$ cat src/rtl/dmx_tx_pkg.sv
`timescale 1ns/1ps
package dmx_tx_pkg;
    localparam int BYTE_W     = 8;
    localparam int FRAME_BITS = 11;   // start + 8 data + 2 stop
    localparam int FRAME_CW   = $clog2(FRAME_BITS + 1);

    typedef enum logic [2:0] {
        SQ_IDLE        = 3'd0,
        SQ_BREAK       = 3'd1,
        SQ_BREAK_DRAIN = 3'd2,
        SQ_START       = 3'd3,
        SQ_FETCH       = 3'd4,
        SQ_LOAD        = 3'd5,
        SQ_DRAIN       = 3'd6
    } seq_state_t;
endpackage

$ cat src/rtl/dmx_bit_timer.sv
`timescale 1ns/1ps
module dmx_bit_timer #(
    parameter int OVS      = 16,
    parameter int DIV_SLOW = 19,
    parameter int DIV_FAST = 7
) (
    input  logic clk,
    input  logic rst_n,
    input  logic run_i,
    input  logic rate_fast_i,
    output logic bit_end_o
);
    localparam int SLOW_LEN = (DIV_SLOW + 1) * OVS;
    localparam int FAST_LEN = (DIV_FAST + 1) * OVS;
    localparam int MAX_LEN  = (SLOW_LEN > FAST_LEN) ? SLOW_LEN : FAST_LEN;
    localparam int CW       = (MAX_LEN > 2) ? $clog2(MAX_LEN) : 1;
    localparam logic [CW-1:0] SLOW_LAST = CW'(SLOW_LEN - 1);
    localparam logic [CW-1:0] FAST_LAST = CW'(FAST_LEN - 1);

    logic [CW-1:0] cnt_q;
    logic [CW-1:0] last_c;

    always_comb begin
        last_c    = rate_fast_i ? FAST_LAST : SLOW_LAST;
        bit_end_o = run_i && (cnt_q == last_c);
    end

    always_ff @(posedge clk or negedge rst_n) begin
        if (!rst_n) begin
            cnt_q <= '0;
        end else if (!run_i || bit_end_o) begin
            cnt_q <= '0;
        end else begin
            cnt_q <= cnt_q + 1'b1;
        end
    end
endmodule

$ cat src/rtl/dmx_char_shifter.sv
`timescale 1ns/1ps
module dmx_char_shifter
    import dmx_tx_pkg::*;
(
    input  logic              clk,
    input  logic              rst_n,
    input  logic              wr_en_i,
    input  logic [BYTE_W-1:0] wr_data_i,
    input  logic              bit_end_i,
    output logic              active_o,
    output logic              hold_full_o,
    output logic              line_o
);
    logic [BYTE_W-1:0]     hold_q;
    logic                  hold_full_q;
    logic [FRAME_BITS-1:0] shreg_q;
    logic [FRAME_CW-1:0]   left_q;
    logic                  active_q;
    logic                  last_bit_c;
    logic                  load_c;

    always_comb begin
        last_bit_c = active_q && bit_end_i && (left_q == FRAME_CW'(1));
        load_c     = hold_full_q && (!active_q || last_bit_c);
    end

    always_ff @(posedge clk or negedge rst_n) begin
        if (!rst_n) begin
            hold_q      <= '0;
            hold_full_q <= 1'b0;
            shreg_q     <= '1;
            left_q      <= '0;
            active_q    <= 1'b0;
        end else begin
            if (load_c) begin
                shreg_q     <= {2'b11, hold_q, 1'b0};
                left_q      <= FRAME_CW'(FRAME_BITS);
                active_q    <= 1'b1;
                hold_full_q <= 1'b0;
            end else if (active_q && bit_end_i) begin
                shreg_q <= {1'b1, shreg_q[FRAME_BITS-1:1]};
                left_q  <= left_q - 1'b1;
                if (last_bit_c) begin
                    active_q <= 1'b0;
                end
            end
            if (wr_en_i) begin
                hold_q      <= wr_data_i;
                hold_full_q <= 1'b1;
            end
        end
    end

    assign active_o    = active_q;
    assign hold_full_o = hold_full_q;
    assign line_o      = active_q ? shreg_q[0] : 1'b1;
endmodule

$ cat src/rtl/dmx_seq_fsm.sv
`timescale 1ns/1ps
module dmx_seq_fsm
    import dmx_tx_pkg::*;
#(
    parameter int MAX_SLOTS = 512,
    parameter int ADDR_W    = 9,
    parameter int CNT_W     = 10
) (
    input  logic              clk,
    input  logic              rst_n,
    input  logic              start_i,
    input  logic [CNT_W-1:0]  slot_count_i,
    input  logic              line_idle_i,
    input  logic              hold_full_i,
    input  logic [BYTE_W-1:0] rd_data_i,
    output logic              hold_wr_o,
    output logic [BYTE_W-1:0] hold_data_o,
    output logic              rd_en_o,
    output logic [ADDR_W-1:0] rd_addr_o,
    output logic              rate_fast_o,
    output logic              busy_o,
    output logic              done_o
);
    localparam logic [CNT_W-1:0] MAX_CNT = CNT_W'(MAX_SLOTS);

    seq_state_t        state_q, state_d;
    logic [CNT_W-1:0]  remain_q;
    logic [CNT_W-1:0]  count_clamped_c;
    logic [ADDR_W-1:0] addr_q;
    logic              rate_q;
    logic              done_q;

    assign count_clamped_c = (slot_count_i > MAX_CNT) ? MAX_CNT : slot_count_i;

    // state register
    always_ff @(posedge clk or negedge rst_n) begin
        if (!rst_n) state_q <= SQ_IDLE;
        else        state_q <= state_d;
    end

    // next state
    always_comb begin
        state_d = state_q;
        unique case (state_q)
            SQ_IDLE:        if (start_i) state_d = SQ_BREAK;
            SQ_BREAK:       state_d = SQ_BREAK_DRAIN;
            SQ_BREAK_DRAIN: if (line_idle_i) state_d = SQ_START;
            SQ_START:       state_d = (remain_q == '0) ? SQ_DRAIN : SQ_FETCH;
            SQ_FETCH:       if (!hold_full_i) state_d = SQ_LOAD;
            SQ_LOAD:        state_d = (remain_q == CNT_W'(1)) ? SQ_DRAIN : SQ_FETCH;
            SQ_DRAIN:       if (line_idle_i) state_d = SQ_IDLE;
            default:        state_d = SQ_IDLE;
        endcase
    end

    // outputs
    always_comb begin
        hold_wr_o   = 1'b0;
        hold_data_o = '0;
        rd_en_o     = 1'b0;
        unique case (state_q)
            SQ_BREAK, SQ_START: hold_wr_o = 1'b1;
            SQ_FETCH:           rd_en_o   = !hold_full_i;
            SQ_LOAD: begin
                hold_wr_o   = 1'b1;
                hold_data_o = rd_data_i;
            end
            default: ;
        endcase
        busy_o = (state_q != SQ_IDLE);
    end

    // packet datapath: captured count, address, rate and completion pulse
    always_ff @(posedge clk or negedge rst_n) begin
        if (!rst_n) begin
            remain_q <= '0;
            addr_q   <= '0;
            rate_q   <= 1'b0;
            done_q   <= 1'b0;
        end else begin
            done_q <= (state_q == SQ_DRAIN) && line_idle_i;
            if (state_q == SQ_IDLE && start_i) begin
                remain_q <= count_clamped_c;
                addr_q   <= '0;
                rate_q   <= 1'b0;
            end
            if (state_q == SQ_BREAK_DRAIN && line_idle_i) begin
                rate_q <= 1'b1;
            end
            if (state_q == SQ_LOAD) begin
                remain_q <= remain_q - 1'b1;
                addr_q   <= addr_q + 1'b1;
            end
        end
    end

    assign rd_addr_o   = addr_q;
    assign rate_fast_o = rate_q;
    assign done_o      = done_q;
endmodule

$ cat src/rtl/dmx_packet_tx.sv
`timescale 1ns/1ps
module dmx_packet_tx
    import dmx_tx_pkg::*;
#(
    parameter int OVS       = 16,
    parameter int DIV_SLOW  = 19,
    parameter int DIV_FAST  = 7,
    parameter int MAX_SLOTS = 512,
    localparam int ADDR_W   = (MAX_SLOTS > 1) ? $clog2(MAX_SLOTS) : 1,
    localparam int CNT_W    = $clog2(MAX_SLOTS + 1)
) (
    input  logic              clk,
    input  logic              rst_n,
    input  logic              start_i,
    input  logic [CNT_W-1:0]  slot_count_i,
    output logic              rd_en_o,
    output logic [ADDR_W-1:0] rd_addr_o,
    input  logic [7:0]        rd_data_i,
    output logic              tx_o,
    output logic              busy_o,
    output logic              done_o,
    output logic              line_idle_o
);
    logic              hold_wr;
    logic [BYTE_W-1:0] hold_data;
    logic              hold_full;
    logic              eng_active;
    logic              bit_end;
    logic              rate_fast;

    assign line_idle_o = !eng_active && !hold_full;

    dmx_seq_fsm #(
        .MAX_SLOTS (MAX_SLOTS),
        .ADDR_W    (ADDR_W),
        .CNT_W     (CNT_W)
    ) u_seq (
        .clk          (clk),
        .rst_n        (rst_n),
        .start_i      (start_i),
        .slot_count_i (slot_count_i),
        .line_idle_i  (line_idle_o),
        .hold_full_i  (hold_full),
        .rd_data_i    (rd_data_i),
        .hold_wr_o    (hold_wr),
        .hold_data_o  (hold_data),
        .rd_en_o      (rd_en_o),
        .rd_addr_o    (rd_addr_o),
        .rate_fast_o  (rate_fast),
        .busy_o       (busy_o),
        .done_o       (done_o)
    );

    dmx_bit_timer #(
        .OVS      (OVS),
        .DIV_SLOW (DIV_SLOW),
        .DIV_FAST (DIV_FAST)
    ) u_timer (
        .clk         (clk),
        .rst_n       (rst_n),
        .run_i       (eng_active),
        .rate_fast_i (rate_fast),
        .bit_end_o   (bit_end)
    );

    dmx_char_shifter u_shift (
        .clk         (clk),
        .rst_n       (rst_n),
        .wr_en_i     (hold_wr),
        .wr_data_i   (hold_data),
        .bit_end_i   (bit_end),
        .active_o    (eng_active),
        .hold_full_o (hold_full),
        .line_o      (tx_o)
    );
endmodule

$ cat config.mk
export PLATFORM = sky130hd
export DESIGN_NAME = dmx_packet_tx
export DESIGN_NICKNAME = d
export VERILOG_FILES = /design/src/rtl/dmx_tx_pkg.sv /design/src/rtl/dmx_bit_timer.sv /design/src/rtl/dmx_char_shifter.sv /design/src/rtl/dmx_seq_fsm.sv /design/src/rtl/dmx_packet_tx.sv
export SDC_FILE = /design/constraint.sdc
export NUM_CORES = 1
export LEC_CHECK = 0
export BUFFER_PORTS_ARGS = -buffer_cell sky130_fd_sc_hd__buf_4
export CORE_ASPECT_RATIO = 0.8
export CORE_MARGIN = 5
export CORE_UTILIZATION = 30
export CTS_BUF_LIST = sky130_fd_sc_hd__clkbuf_8
export CTS_CLUSTER_DIAMETER = 100
export DETAILED_ROUTE_END_ITERATION = 8
export HOLD_SLACK_MARGIN = 0.1
export SLEW_MARGIN = 10
export SYNTH_ARGS = -nofsm -noshare
export SYNTH_HDL_FRONTEND = slang
export SYNTH_SLANG_ARGS = --single-unit
$ cat constraint.sdc
create_clock -name clk -period 4.4 [get_ports clk]
set_input_delay 0.22 -clock clk [delete_from_list [all_inputs] [get_ports clk]]
set_output_delay 0.22 -clock clk [all_outputs]
set_load 0.02 [all_outputs]
==> run_results.csv <==
group,metric,value,unit
global_route,grtUsageTotal,11.5,%
logic_synthesis,yosys_register_bits,56,
final_layout,final_cell_mix,"dfrtp_1, nand2_1, buf_4, nor2_1, o21ai_0",
final_layout,antenna_cells,0,
placement,place_ws,2230,ps
power_and_ir_drop,p_per_area,575,nW/um^2
logic_synthesis,synthCells,313,
clock_tree,cts_resized,0,
floorplanning,die_area,12200,um^2
final_layout,multiInputGateArea,1470,um^2
floorplanning,dieHeight,99.8,um
clock_tree,clk_latency,320,ps
global_route,grt_pass1_wl,11.3,mm
logic_synthesis,ys_types,62,
timing,fin_ws,2210,ps
final_layout,seq_area,1410,um^2
timing,tightest_slew,777,ps
setup_path,start_kind,"flop",
floorplanning,coreArea,9730,um^2
timing,drv_slew,0,
drt,antenna_left,0,
logic_synthesis,syn_avg_cell_area,9.67,um^2
timing,slew_headroom,48.2,%
logic_synthesis,synth_top_cells_by_area,"dfrtp_1, dfstp_2, nand2_1",
drt,vias_per_cell,4.77,
timing,period_share,49.8,%
global_route,first_global_vias,2210,
clock_tree,htreeDepth,2,
power_and_ir_drop,p_leak,1.52,nW
status,outcome,"complete, no violations",
timing,finClkSkew,15.1,ps
timing,fmax,456,MHz
logic_synthesis,async_flop_share,100,%
hold_path,worst_hold_path_type,"primary input to flop",
setup_path,path_class,"flop to flop",
floorplanning,rows,32,
placement,place.detailed.hpwl,4.66,mm
drt,drc,0,
setup_path,critPathArrivalTime,2420,ps
floorplanning,ioPinCount,35,
setup_path,cp.required,4620,ps
final_layout,fillers,993,
clock_tree,post_cts_buffers,0,
floorplanning,start_util,31.1,%
clock_tree,clkTransAtPathRegs,110,ps
timing,hold_viol,0,
logic_synthesis,yosysWarnings,0,
final_layout,mostFrequentLayoutCell,"dfrtp_1",
timing,grt_setup_unrepaired,"no",
clock_tree,cts_tree,"done",
floorplanning,die_w,122,um
global_route,grt_max_degree,57,
drt,drt_iter0_drc,127,
drt,routedWlPerCell,13.7,um
clock_tree,clkSinkCount,56,
timing,whs,132,ps
global_route,grt_overflow,0,
power_and_ir_drop,ir_drop,0.198,mV
final_layout,layout-drive-gt1-share,19.1,%
logic_synthesis,yosysTopAreaCell,"dfrtp_1",
drt,vias,2271,
logic_synthesis,synth_top_area_share,38.9,%
drt,drtPass1Iterations,4,
setup_path,endpoint_kind,"flop",
placement,place.gp.congestion,0.819,
setup_path,crit_path_max_fanout,25,
final_layout,area_growth,15.5,%
global_route,grt_antenna_before_repair,0,
timing,setup_tns,0,ps
logic_synthesis,synth_area,3030,um^2
final_layout,nNetsFinal,367,
timing,setup_viol,0,
job,drv_cap,0,
clock_tree,cts_buffers,5,
placement,io_buffers,34,
logic_synthesis,synth_edf_count,0,
timing,period_needed,2190,ps
logic_synthesis,yosysSeqAreaShare,46.7,%
clock_tree,clock_path_buffers,2,
logic_synthesis,synth_fp_nets,341,
drt,routed_wl,6.54,mm
logic_synthesis,synthFlopType,"dfrtp_1",
clock_tree,clockRootBuffer,"clkbuf_8",
-- per-layer routing --
| layer | up-vias | part of all wire, % | global-route usage [%] |
|---|---|---|---|
| met1 | 1064 | 51 | 17.5 |
| met4 | 0 | 0.46 | 2.58 |
| met2 | 43 | 43 | 16.3 |
| met5 | - | 0 | 0 |
| li1 | 1162 | - | - |
| met3 | 2 | 5.7 | 2.87 |
-- stage by stage --
step	power [mW]	instances	instance area (um^2)	util (%)
6_report	2.01	476	3490	35.9
5_1_grt	2.19	476	3490	35.9
4_1_cts	2.02	476	3490	35.9
3_5_place_dp	1.66	467	3360	34.6
3_3_place_gp	1.65	467	3360	34.6
2_1_floorplan	1.46	313	3030	-
-- where the power goes --
group          switching, mW  leakage, nW  internal [mW]
Sequential             0.267        0.672          0.717
Combinational          0.331        0.788          0.335
Clock                  0.182       0.0607          0.176
-- cell usage after synthesis (2+ instances only) --
| cell | count |
|---|---|
| inv_1 | 15 |
| buf_6 | 2 |
| a22o_1 | 8 |
| o21ai_0 | 21 |
| nor2_1 | 33 |
| buf_1 | 2 |
| nand4_1 | 4 |
| or4_1 | 2 |
| dfstp_2 | 9 |
| nand3_1 | 13 |
| nand2b_1 | 2 |
| o211ai_1 | 4 |
| xnor2_1 | 9 |
| or3b_1 | 2 |
| buf_2 | 6 |
| a21o_1 | 2 |
| o21ba_2 | 2 |
| clkbuf_1 | 5 |
| o221a_1 | 8 |
| and3_1 | 2 |
| a22oi_1 | 2 |
| mux2i_1 | 5 |
| o21ai_1 | 2 |
| nand3b_1 | 2 |
| mux2_2 | 2 |
| a31oi_1 | 2 |
| and2_1 | 3 |
| nor3_1 | 5 |
| a21oi_1 | 11 |
| nand2_1 | 40 |
| nor2b_1 | 3 |
| or3_1 | 3 |
| dfrtp_1 | 47 |
| ha_1 | 7 |
-- sequential cells by signal, summed over array words and instances (netlist names) --
| signal | count |
|---|---|
| u_seq.done_o | 1 |
| u_seq.rate_fast_o | 1 |
| u_seq.rd_addr_o | 9 |
| u_seq.remain_q | 10 |
| u_seq.state_q | 3 |
| u_shift.active_o | 1 |
| u_shift.hold_full_o | 1 |
| u_shift.hold_q | 8 |
| u_shift.left_q | 4 |
| u_shift.shreg_q | 9 |
| u_timer.cnt_q | 9 |
-- worst max-delay path, cell delays in order, from the launching register on --
cell,delay [ps]
dfrtp_1,780
and3b_1,560
nand2_1,180
or4_1,500
o211ai_1,90
-- timing repair --
action / in CTS / in global routing
hold endpoints to repair: 47 / 0
hold buffers: 1 / 0
setup endpoints to repair: 0 / 0
-- cell type report --
| cell class | instances | share of cell area, % |
|---|---|---|
| repair buffers | 35 | 7.59 |
| flip-flops and latches | 56 | 40.4 |
| multi-input cells | 226 | 42.1 |
| clock buffers | 5 | 1.97 |
| inverters | 15 | 1.61 |
| clock inverters | 3 | 1.43 |
| well taps | 136 | 4.87 |
-- final timing paths --
kind                                         start            endpoint  cells after the start  slack (ps)
worst max register to register    u_seq.state_q[0]   u_seq.remain_q[9]                      4        2210
worst min-delay path               slot_count_i[7]   u_seq.remain_q[7]                      3         130
min in group asynchronous                    rst_n    u_timer.cnt_q[0]                      2         480
worst max-delay path              u_seq.state_q[0]   u_seq.remain_q[9]                      4        2210
worst min register to register  u_seq.rd_addr_o[8]  u_seq.rd_addr_o[8]                      1         490
max in group asynchronous                    rst_n   u_seq.remain_q[1]                      2        3430
-- cell families (layout without fill, tap and decap cells) --
kind of cell	count (synthesis)	in the layout	share of synthesized area, %
AOI/OAI and AO/OA	73	73	18.0
and+or+nand+nor	129	129	22.4
muxes	7	7	2.40
xor gates and xnor gates	10	10	2.90
adders and majority gates	7	7	2.89
DFF	56	56	46.7
buffers and inverters	31	58	4.71
(Power assumes the default switching activity.)
